## src/rtl/alu4_flags.sv

```systemverilog
module alu4_flags #(
  parameter int W = 4
) (
  input  logic [W-1:0]   a,
  input  logic [W-1:0]   b,
  input  logic [3:0]     op,
  output logic [2*W-1:0] y,
  output logic           cf,
  output logic           ovf,
  output logic           zf,
  output logic           nf
);
  localparam int PW = 2 * W;
  localparam int CW = $clog2(W);

  localparam logic [3:0] OP_ADD = 4'b0001;
  localparam logic [3:0] OP_SUB = 4'b0010;
  localparam logic [3:0] OP_MUL = 4'b0100;
  localparam logic [3:0] OP_SHR = 4'b1000;
  localparam logic [3:0] OP_SHL = 4'b1100;
  localparam logic [3:0] OP_ROR = 4'b1010;
  localparam logic [3:0] OP_ROL = 4'b1001;

  logic [W:0]           sum, dif;
  logic signed [PW-1:0] prod;
  logic [CW-1:0]        rc;
  logic [PW-1:0]        ror_w, rol_w;
  logic                 big;

  assign sum   = {1'b0, a} + {1'b0, b};
  assign dif   = {1'b0, a} + {1'b0, ~b} + (W+1)'(1);
  assign prod  = $signed(a) * $signed(b);
  assign rc    = b[CW-1:0];
  assign ror_w = {a, a} >> rc;
  assign rol_w = {a, a} << rc;
  assign big   = (b >= W[W-1:0]) || (W < 4 && b[W-1]);

  always_comb begin
    y   = '0;
    cf  = 1'b0;
    ovf = 1'b0;
    case (op)
      OP_ADD: begin
        y[W-1:0] = sum[W-1:0];
        cf       = sum[W];
        ovf      = (a[W-1] == b[W-1]) && (sum[W-1] != a[W-1]);
      end
      OP_SUB: begin
        y[W-1:0] = dif[W-1:0];
        cf       = dif[W];
        ovf      = (a[W-1] != b[W-1]) && (dif[W-1] != a[W-1]);
      end
      OP_MUL: y = prod;
      OP_SHR: y[W-1:0] = big ? '0 : (a >> b);
      OP_SHL: y[W-1:0] = big ? '0 : (a << b);
      OP_ROR: y[W-1:0] = ror_w[W-1:0];
      OP_ROL: y[W-1:0] = rol_w[PW-1:W];
      default: ;
    endcase
  end

  assign zf = (y[W-1:0] == '0);
  assign nf = y[W-1];

  always_comb begin
    if (op != OP_MUL)
      assert_hi_clear_R10: assert (y[PW-1:W] == '0);
    if (op != OP_ADD && op != OP_SUB)
      assert_no_arith_flags_R9: assert (!cf && !ovf);
    if (op == OP_ROR || op == OP_ROL)
      assert_rot_keeps_bits_R6: assert ($countones(y) == $countones(a));
    if ((op == OP_SHR || op == OP_SHL) && big)
      assert_shift_flush_R4: assert (y == '0);
    assert_flag_excl_R8: assert (!(zf && nf));
    if (op == OP_MUL && (a == '0 || b == '0))
      assert_mul_zero_R3: assert (y == '0);
  end
endmodule

```

## config.mk

```make
export PLATFORM = sky130hd
export DESIGN_NAME = alu4_flags
export DESIGN_NICKNAME = d
export VERILOG_FILES = /design/src/rtl/alu4_flags.sv
export SDC_FILE = /design/constraint.sdc
export NUM_CORES = 1
export LEC_CHECK = 0
export BUFFER_PORTS_ARGS = -buffer_cell sky130_fd_sc_hd__buf_2
export CAP_MARGIN = 10
export CORE_MARGIN = 1.5
export CORE_UTILIZATION = 50
export DETAILED_ROUTE_END_ITERATION = 12
export PLACE_DENSITY_LB_ADDON = 0.12
export SLEW_MARGIN = 20
export SYNTH_ARGS = -nofsm -noshare
export SYNTH_HDL_FRONTEND = slang
export SYNTH_SLANG_ARGS = --single-unit
```

## constraint.sdc

```tcl
create_clock -name vclk -period 5.57
set_clock_uncertainty 0.05 [all_clocks]
set_input_delay 0.8355 -clock vclk [all_inputs]
set_output_delay 0.8355 -clock vclk [all_outputs]
set_load 0.01 [all_outputs]
```

# Word level (Yosys, flattened, before mapping)
# Cells that the tools add are included.
word_totals:
  n_memories: 0
  latch_bits: 0
  ram_bits: 0
  out_inout_bits: 12
  word_cells: 30
  inputBits: 12
  rom_bits: 0
  register_bits: 0
classes:
  div: 0
  mul: 1
  magnitude_cmp: 1
  addsub: 3
  reduce_logical: 3
  shift: 4
  mux: 6
  n_eq_ne: 11
  bitwise_logic: 1
op_table:
  columns: ["cell", "n"]
  rows:
  - ["case mux 4 bit (7 select lines)", 1]
  - ["== test 4 bit (second input constant)", 4]
  - ["two-way mux 4 bit", 3]
  - ["adder 4 x 4 -> 5 bit", 2]
  - ["multiplier 4 x 4 -> 8 bit", 1]
  - ["<< shifter 8 x 2 -> 8 bit", 1]
  - [">> shifter 8 x 2 -> 4 bit", 1]
  - ["adder 5 x 1 -> 5 bit (second input constant)", 1]
  - ["== test 4 x 1 -> 1 bit (second input constant)", 1]
  - ["== test 4 x 2 -> 1 bit (second input constant)", 1]
  - ["== test 4 x 3 -> 1 bit (second input constant)", 1]
  - ["greater-or-equal comparator 4 x 3 -> 1 bit (second input constant)", 1]
  - ["zero test 4 bit", 1]
  - ["NOT 4 bit", 1]
  - ["case mux 1 bit (2 select lines)", 2]
  - ["<< shifter 4 x 4 -> 4 bit", 1]
  - [">> shifter 4 x 4 -> 4 bit", 1]
  - ["inequality test 1 bit", 3]
  - ["logical AND 1 bit", 2]
  - ["== test 1 bit", 1]

# Logic depth before layout (Yosys ltp)
# Gate-level depths: netlist of the first run.
logic_depth:
  word_depth: 6
  mapped_depth: 14

# Least setup slack after synthesis of the first run
# Ideal clock, no wire load.
synth_timing:
  kind: "input to output"
  from: "in b[1]"
  to: "out y[7]"
  t_arrival_ns: 4.025
  slack_ns: 0.659
  cell_stages: 13
  path_cell_list: "clkbuf_1 -> nand2_1 -> fa_1 -> fa_1 -> fa_1 -> inv_1 -> ha_1 -> fa_1 -> a21o_1 -> a21oi_1 -> xor2_1 -> xnor2_1 -> nor2_1"
synth_between:
  elab_chain_cells: 2
synth_rtl:
  columns: ["item", "line", "source"]
  rows:
  - ["start: declaration", "5", "input logic [W-1:0] b,"]
  - ["multiplier 4 x 4 -> 8 bit", "32", "assign prod = $signed(a) * $signed(b);"]
  - ["two-way mux 4 bit", "42", "case (op)"]
  - ["end: declaration", "7", "output logic [2*W-1:0] y,"]
# Every way passes these cells.

# Final worst setup path of the first run
layout_timing:
  from: "in a[0]"
  to: "out y[7]"
layout_between:
  elab_chain_cells: 2
layout_rtl:
  columns: ["item", "line", "source"]
  rows:
  - ["start: declaration", "4", "input logic [W-1:0] a,"]
  - ["multiplier 4 x 4 -> 8 bit", "32", null]
  - ["two-way mux 4 bit", "42", null]
# Every way passes these cells.

==> results of run 1 <==
## per-layer routing
metal	share of wire, %	global-route usage, %
met1	48	37.3
met2	47	38.5
met3	4.9	0.879
met4	0	0
met5	0	0
## cell usage in the layout, fill, tap and decap left out, types with 5 or more instances in the layout
cell type / Yosys / final
buf_2: 5 / 24
inv_1: 22 / 22
ha_1: 21 / 21
nor2_1: 15 / 15
fa_1: 11 / 11
a21oi_1: 10 / 10
nand2_1: 8 / 8
mux2i_1: 8 / 8
xnor2_1: 6 / 6
nand2b_1: 5 / 5
o21ai_0: 5 / 5
## layout make-up
cell class                 instances  area share (%)
inverter                          23            5.26
multi-input combinational        154            84.5
tap                               33            2.52
timing repair buffer              25            7.77
## metrics by stage
step / hold WS (ns) / std cells / setup WS [ns]
final: 2.14 / 235 / 0.413
after global routing: 2.18 / 235 / 0.204
after CTS: 2.15 / 235 / 0.393
after detailed placement: 2.14 / 235 / 0.401
after global placement: 2.11 / 235 / 0.464
after floorplan: 1.81 / 189 / 0.659
## where the power goes
part / switching, mW / internal, mW
Combinational: 0.0962 / 0.0750
Clock: 0 / 0
Sequential: 0 / 0
## cells in the mapped netlist (all sizes together) (2+ instances only)
| cell | instances | share of area [%] |
|---|---|---|
| o21ai | 5 | 1.6 |
| nor2b | 3 | 1.2 |
| a21oi | 10 | 3.2 |
| a211oi | 4 | 1.9 |
| nor2 | 16 | 4.0 |
| fa | 11 | 14 |
| nand3b | 3 | 1.5 |
| a2111oi | 2 | 1.1 |
| nand2 | 8 | 1.9 |
| buf | 9 | 4.3 |
| nor3b | 2 | 0.97 |
| and2 | 4 | 1.8 |
| clkbuf | 3 | 0.73 |
| nor4bb | 2 | 1.3 |
| a211o | 2 | 1.1 |
| or4b | 3 | 1.9 |
| or4 | 2 | 1.2 |
| inv | 23 | 5.6 |
| mux4 | 2 | 2.9 |
| ha | 21 | 17 |
| mux2i | 8 | 5.2 |
| a21o | 4 | 1.9 |
| nor4b | 3 | 1.7 |
| xor2 | 3 | 1.7 |
| nor3 | 2 | 0.65 |
| nor4 | 2 | 1.6 |
| xnor2 | 6 | 3.4 |
| nand2b | 5 | 2.0 |
| nand3 | 2 | 0.65 |
| and3 | 2 | 1.1 |
## cells by family (layout without fill, tap and decap cells)
family	Yosys count	after routing	share of synthesized area [%]
simple gates	65	65	27.2
compound gates	38	38	17.9
buf+inv	35	48	10.6
fa+ha+maj	32	32	31.2
mux	10	10	8.07
xor+xnor	9	9	5.09
## worst paths after layout
check | from | slack, ns | cells after the start | endpoint
hold / removal | op[3] | 2.14 | 3 | y[0]
setup / recovery | a[0] | 0.41 | 15 | y[7]
## worst min-delay path, cell delays in order
cell      delay (ns)
buf_2           0.22
o211ai_2        0.15
buf_2           0.15
==> results.toml, run 1 <==
[die]
num_rows = 20
die_h_um = 58.7
io_pins = 24
dieArea_mm2 = 0.00344
start_util_pct = 51.6
core_area_mm2 = 0.00300
dieWidth_um = 58.7

[sta]
fmax_mhz = 194
max-slew-margin-rel_pct = 44.0
finalSetupTns_ns = 0
hold_viol_final = 0
fin_crit_sh_pct = 92.6
setup_viol = 0
period_minus_slack_ns = 5.16
rsz0062_at_grt = "no"
worst_pin_slew_ns = 0.829
slew_viol_final = 0

[yosys]
synth_area_mm2 = 0.00155
ys_seq_area_share_pct = 0
yosys_warnings = 0
syn_avg_cell_area_um2 = 8.20
yosysUniqueCellTypes = 55
synth_cells = 189
syn_nets = 233

[place]
dp_hpwl_mm = 3.02
globalplace.congestion = 0.948
placed_area_mm2 = 0.00164
portBuffers = 24

[critical_path]
crit_family = "adder cells"
crit_top_cell = "fa_1"
cp_max_fo = 8
critPathLaunchType = "input pin"
cpMaxStageDelayCell = "fa_1"
crit_path_max_incr_delay_ns = 0.58
cp_num_buf_inv = 4
cp.required_ns = 4.68
path_class = "in2out"
crit_chain = "buf_2, inv_1, nand2_1, fa_1, fa_1, fa_1, inv_1, ha_1, fa_1, a21o_1, a21oi_1, xor2_1, xnor2_1, nor2_1, buf_2"
crit_path_end_kind = "output pin"
arrival_ns = 4.27

[final_layout]
drive_above_1_share_pct = 19.8
nNetsFinal = 248
n_fill_cell = 287
nClkBuffers = 0
register_area_um2 = 0
multi_input_area_mm2 = 0.00139
final_core_util_pct = 54.7
syn2layout_area_growth_pct = 5.89
postLayoutCellArea_mm2 = 0.00164
seq_cells = 0
diodes = 0

[clock_network]
cts_setup_buffers = 0
cts_hold_buf = 0
cts_resized = 0

[route]
num_vias = 1470
remaining_drc_errors = 0
post_drt_wl_per_cell_um = 16.3
ant_nets = 0
wirelength_mm = 3.84
vias_per_cell = 6.26
firstDrtPassIters = 4
drtIter0Drc = 69

[global_route]
grt_pass1_wl_mm = 6.53
grtUsageTotal_pct = 23.7
grt_max_degree = 22
overflow = 0
grt_pass1_vias = 1344
antenna_found_initial = 0

[pwr]
power_density_mw_per_mm2 = 104
p_leak_nw = 0.803
p_total_mw = 0.171
ir_worst_vdd_mv = 0.0417

[status]
status = "finished clean"

[min_path]
hp-class = "in2out"

[job]
maxCapViolCount = 0
Power figures use the tool's default switching activity.
==> inputs of run 2 (changes only) <==
- BUFFER_PORTS_ARGS: -buffer_cell sky130_fd_sc_hd__buf_2 -> -buffer_cell sky130_fd_sc_hd__buf_4
- TNS_END_PERCENT: not set -> 1
==> results.toml, run 2 (synthesized netlist as in run 1, its figures left out) <==
[status]
status = "finished clean"

[final_layout]
nNetsFinal = 247
nClkBuffers = 0
seq_cells = 0
final_cells = 234
postLayoutCellArea_mm2 = 0.00169
final_core_util_pct = 56.4
register_area_um2 = 0
final_cell_mix = "24 x buf_4, 22 x inv_1, 21 x ha_1, 15 x nor2_1, 11 x fa_1"
diodes = 0
mostFrequentLayoutCell = "buf_4"
drive_above_1_share_pct = 19.4
multi_input_area_mm2 = 0.00139
syn2layout_area_growth_pct = 9.28
n_fill_cell = 279

[sta]
hold_viol_final = 0
worst_pin_slew_ns = 0.751
hold_slack_ns = 2.08
slew_viol_final = 0
fin_crit_sh_pct = 92.3
max-slew-margin-rel_pct = 49.2
rsz0062_at_grt = "no"
layout_setup_ws_ns = 0.427
period_minus_slack_ns = 5.14
fmax_mhz = 194
finalSetupTns_ns = 0
setup_viol = 0

[pwr]
p_clk_share_pct = 0
p_sw_mw = 0.0966
p_int_mw = 0.0818
power_density_mw_per_mm2 = 105
p_leak_nw = 0.811
comb_power_share_pct = 100.0
p_total_mw = 0.178
ir_worst_vdd_mv = 0.0456
swShare_pct = 54.2
pwr-share-seq_pct = 0

[clock_network]
cts_hold_buf = 0
cts_setup_buffers = 0
cts_resized = 0

[die]
start_util_pct = 51.6
io_pins = 24
dieArea_mm2 = 0.00344
die_h_um = 58.7
dieWidth_um = 58.7
core_area_mm2 = 0.00300
num_rows = 20

[place]
globalplace.congestion = 0.874
portBuffers = 24
placed_area_mm2 = 0.00169
dpl.cell_count = 234
dp_hpwl_mm = 3.12
preCtsSetupSlack_ns = 0.404

[job]
maxCapViolCount = 0

[critical_path]
crit_path_end_kind = "output pin"
path_class = "in2out"
crit_family = "adder cells"
arrival_ns = 4.26
cp.required_ns = 4.68
cpMaxStageDelayCell = "fa_1"
crit_chain = "buf_4, inv_1, nand2_1, fa_1, fa_1, fa_1, inv_1, ha_1, fa_1, a21o_1, a21oi_1, xor2_1, xnor2_1, nor2_1, buf_4"
crit_top_cell = "fa_1"
crit_path_max_incr_delay_ns = 0.56
cp_num_buf_inv = 4
cp_max_fo = 8
critPathLaunchType = "input pin"

[route]
firstDrtPassIters = 4
remaining_drc_errors = 0
num_vias = 1471
ant_nets = 0
drtIter0Drc = 59
wirelength_mm = 4.00
vias_per_cell = 6.29
post_drt_wl_per_cell_um = 17.1

[global_route]
grt_max_degree = 22
grtUsageTotal_pct = 26.3
overflow = 0
antenna_found_initial = 0
grt_pass1_wl_mm = 7.07
grt_pass1_vias = 1424

[min_path]
hp-class = "in2out"
hold_end = "y[0]"
min-delay-start = "op[3]"
holdPathStages = 3
run 2: changes by cell type in the layout (fill, tap and decap cells not counted):
cell	change
buf_4	+23
buf_2	-24
run 2: worst min-delay path: stages:
cell and delay (ns):
buf_4 0.17, o211ai_2 0.13, buf_4 0.15
run 2: how the worst max path moves through the flow:
stage | from | to | cells past startpoint
CTS | a[0] | y[7] | 15
global route | a[0] | y[7] | 15
global placement | a[0] | y[7] | 15
detailed placement | a[0] | y[7] | 15
floorplan | b[1] | y[7] | 13
finish | a[0] | y[7] | 15
run 2: per-layer routing:
metal  part of all wire [%]  vias up  track usage (%)  wire (um)
met5                      0        -                0          0
met4                    2.0        0             4.55         80
met2                     47       59             42.4       1890
li1                       -      702                -          -
met1                     46      702             40.5       1850
met3                    4.7        8                0        189
run 2: power groups by stage:
stage	registers [mW]	logic, mW	clock network (mW)
after floorplan	0	0.130	0
after global placement	0	0.172	0
after detailed placement	0	0.177	0
after CTS	0	0.179	0
after global routing	0	0.204	0
final	0	0.178	0
run 2: final cells by class:
| class | count | area share [%] |
|---|---|---|
| inverter | 23 | 5.10 |
| multi-input combinational | 154 | 81.8 |
| tap | 33 | 2.44 |
| timing repair buffer | 24 | 10.6 |
==> inputs of run 3 (changes only) <==
--- a/config.mk
+++ b/config.mk
@@ -9,3 +9,3 @@
 export CAP_MARGIN = 10
-export CORE_MARGIN = 1.5
+export CORE_MARGIN = 3
 export CORE_UTILIZATION = 50
==> constraint.sdc (replaced) <==
create_clock -name vclk -period 5.57
set_clock_uncertainty 0.05 [all_clocks]
set_input_delay 0.2785 -clock vclk [all_inputs]
set_output_delay 0.2785 -clock vclk [all_outputs]
set_load 0.01 [all_outputs]
==> results.toml, run 3 (synthesized netlist as in run 1, its figures left out) <==
[global_route]
grtUsageTotal_pct = 22.5
grt_max_degree = 22
overflow = 0
grt_pass1_vias = 1344
antenna_found_initial = 0
grt_pass1_wl_mm = 6.58

[sta]
max-slew-margin-rel_pct = 52.6
fin_crit_sh_pct = 72.0
rsz0062_at_grt = "no"
hold_viol_final = 0
setup_viol = 0
slew_viol_final = 0
layout_setup_ws_ns = 1.56
fmax_mhz = 249
worst_pin_slew_ns = 0.701
finalSetupTns_ns = 0
period_minus_slack_ns = 4.01
hold_slack_ns = 0.948

[final_layout]
seq_cells = 0
final_cell_mix = "24 x buf_4, 22 x inv_1, 21 x ha_1, 15 x nor2_1, 11 x fa_1"
register_area_um2 = 0
nClkBuffers = 0
mostFrequentLayoutCell = "buf_4"
nNetsFinal = 247
n_fill_cell = 263
drive_above_1_share_pct = 19.4
diodes = 0
syn2layout_area_growth_pct = 9.12

[critical_path]
critPathLaunchType = "input pin"
crit_top_cell = "fa_1"
arrival_ns = 3.68
path_class = "in2out"
cp_num_buf_inv = 4
cp.required_ns = 5.24
cpMaxStageDelayCell = "fa_1"
cp_max_fo = 8
startpoint = "a[0]"
crit_path_max_incr_delay_ns = 0.56
crit_family = "adder cells"
crit_chain = "buf_4, inv_1, nand2_1, fa_1, fa_1, fa_1, inv_1, ha_1, fa_1, a21o_1, a21oi_1, xor2_1, xnor2_1, nor2_1, buf_4"
crit_path_end_kind = "output pin"

[route]
ant_nets = 0
post_drt_wl_per_cell_um = 16.3
vias_per_cell = 6.29
drtIter0Drc = 128
wirelength_mm = 3.78
num_vias = 1460
remaining_drc_errors = 0
firstDrtPassIters = 4

[die]
dieArea_mm2 = 0.00380
io_pins = 24
start_util_pct = 54.3
die_h_um = 61.7
num_rows = 19
dieWidth_um = 61.7
core_area_mm2 = 0.00285

[clock_network]
cts_setup_buffers = 0
cts_hold_buf = 0
cts_resized = 0

[status]
status = "finished clean"

[pwr]
p_leak_nw = 0.811
p_total_mw = 0.178
ir_worst_vdd_mv = 0.0622
power_density_mw_per_mm2 = 105

[place]
dp_hpwl_mm = 3.03
portBuffers = 24
globalplace.congestion = 0.891
preCtsSetupSlack_ns = 1.54

[min_path]
min-delay-start = "op[3]"
hp-class = "in2out"

[job]
maxCapViolCount = 0
-- run 3: cell counts in the layout (fill, tap and decap cells not counted) --
No cell type changed its count.
-- run 3: stage by stage --
| step | area, um^2 | cells | util, % |
|---|---|---|---|
| 6_report | 1690 | 232 | 59.3 |
| 3_3_place_gp | 1690 | 232 | 59.3 |
| 4_1_cts | 1690 | 232 | 59.3 |
| 3_5_place_dp | 1690 | 232 | 59.3 |
| 5_1_grt | 1690 | 232 | 59.3 |
| 2_1_floorplan | 1550 | 189 | - |
-- run 3: power breakdown --
part	leakage [nW]	switching (mW)	internal, mW
registers	0	0	0
clock network	0	0	0
logic	0.811	0.0961	0.0815
-- run 3: path summary, 6_finish.rpt --
kind                    to  slack (ns)  depth (start not counted)
worst min-delay path  y[0]        0.95                          3
worst max-delay path  y[7]        1.56                         15
-- run 3: area by class of cell --
class	instances	area [um^2]	area share, %
Inverter	23	86.3	5.10
Tap cell	31	38.8	2.29
Timing Repair Buffer	24	180	10.7
Multi-Input combinational cell	154	1390	82.0
-- run 3: metal layers --
metal | share of wire, % | track usage (%) | routed length (um) | vias to the layer above
met2 | 47 | 35.4 | 1760 | 70
met3 | 6.7 | 0.629 | 252 | 0
met1 | 47 | 35.8 | 1770 | 686
li1 | - | - | - | 704
met4 | 0 | 0.909 | 0 | 0
met5 | 0 | 0 | 0 | -
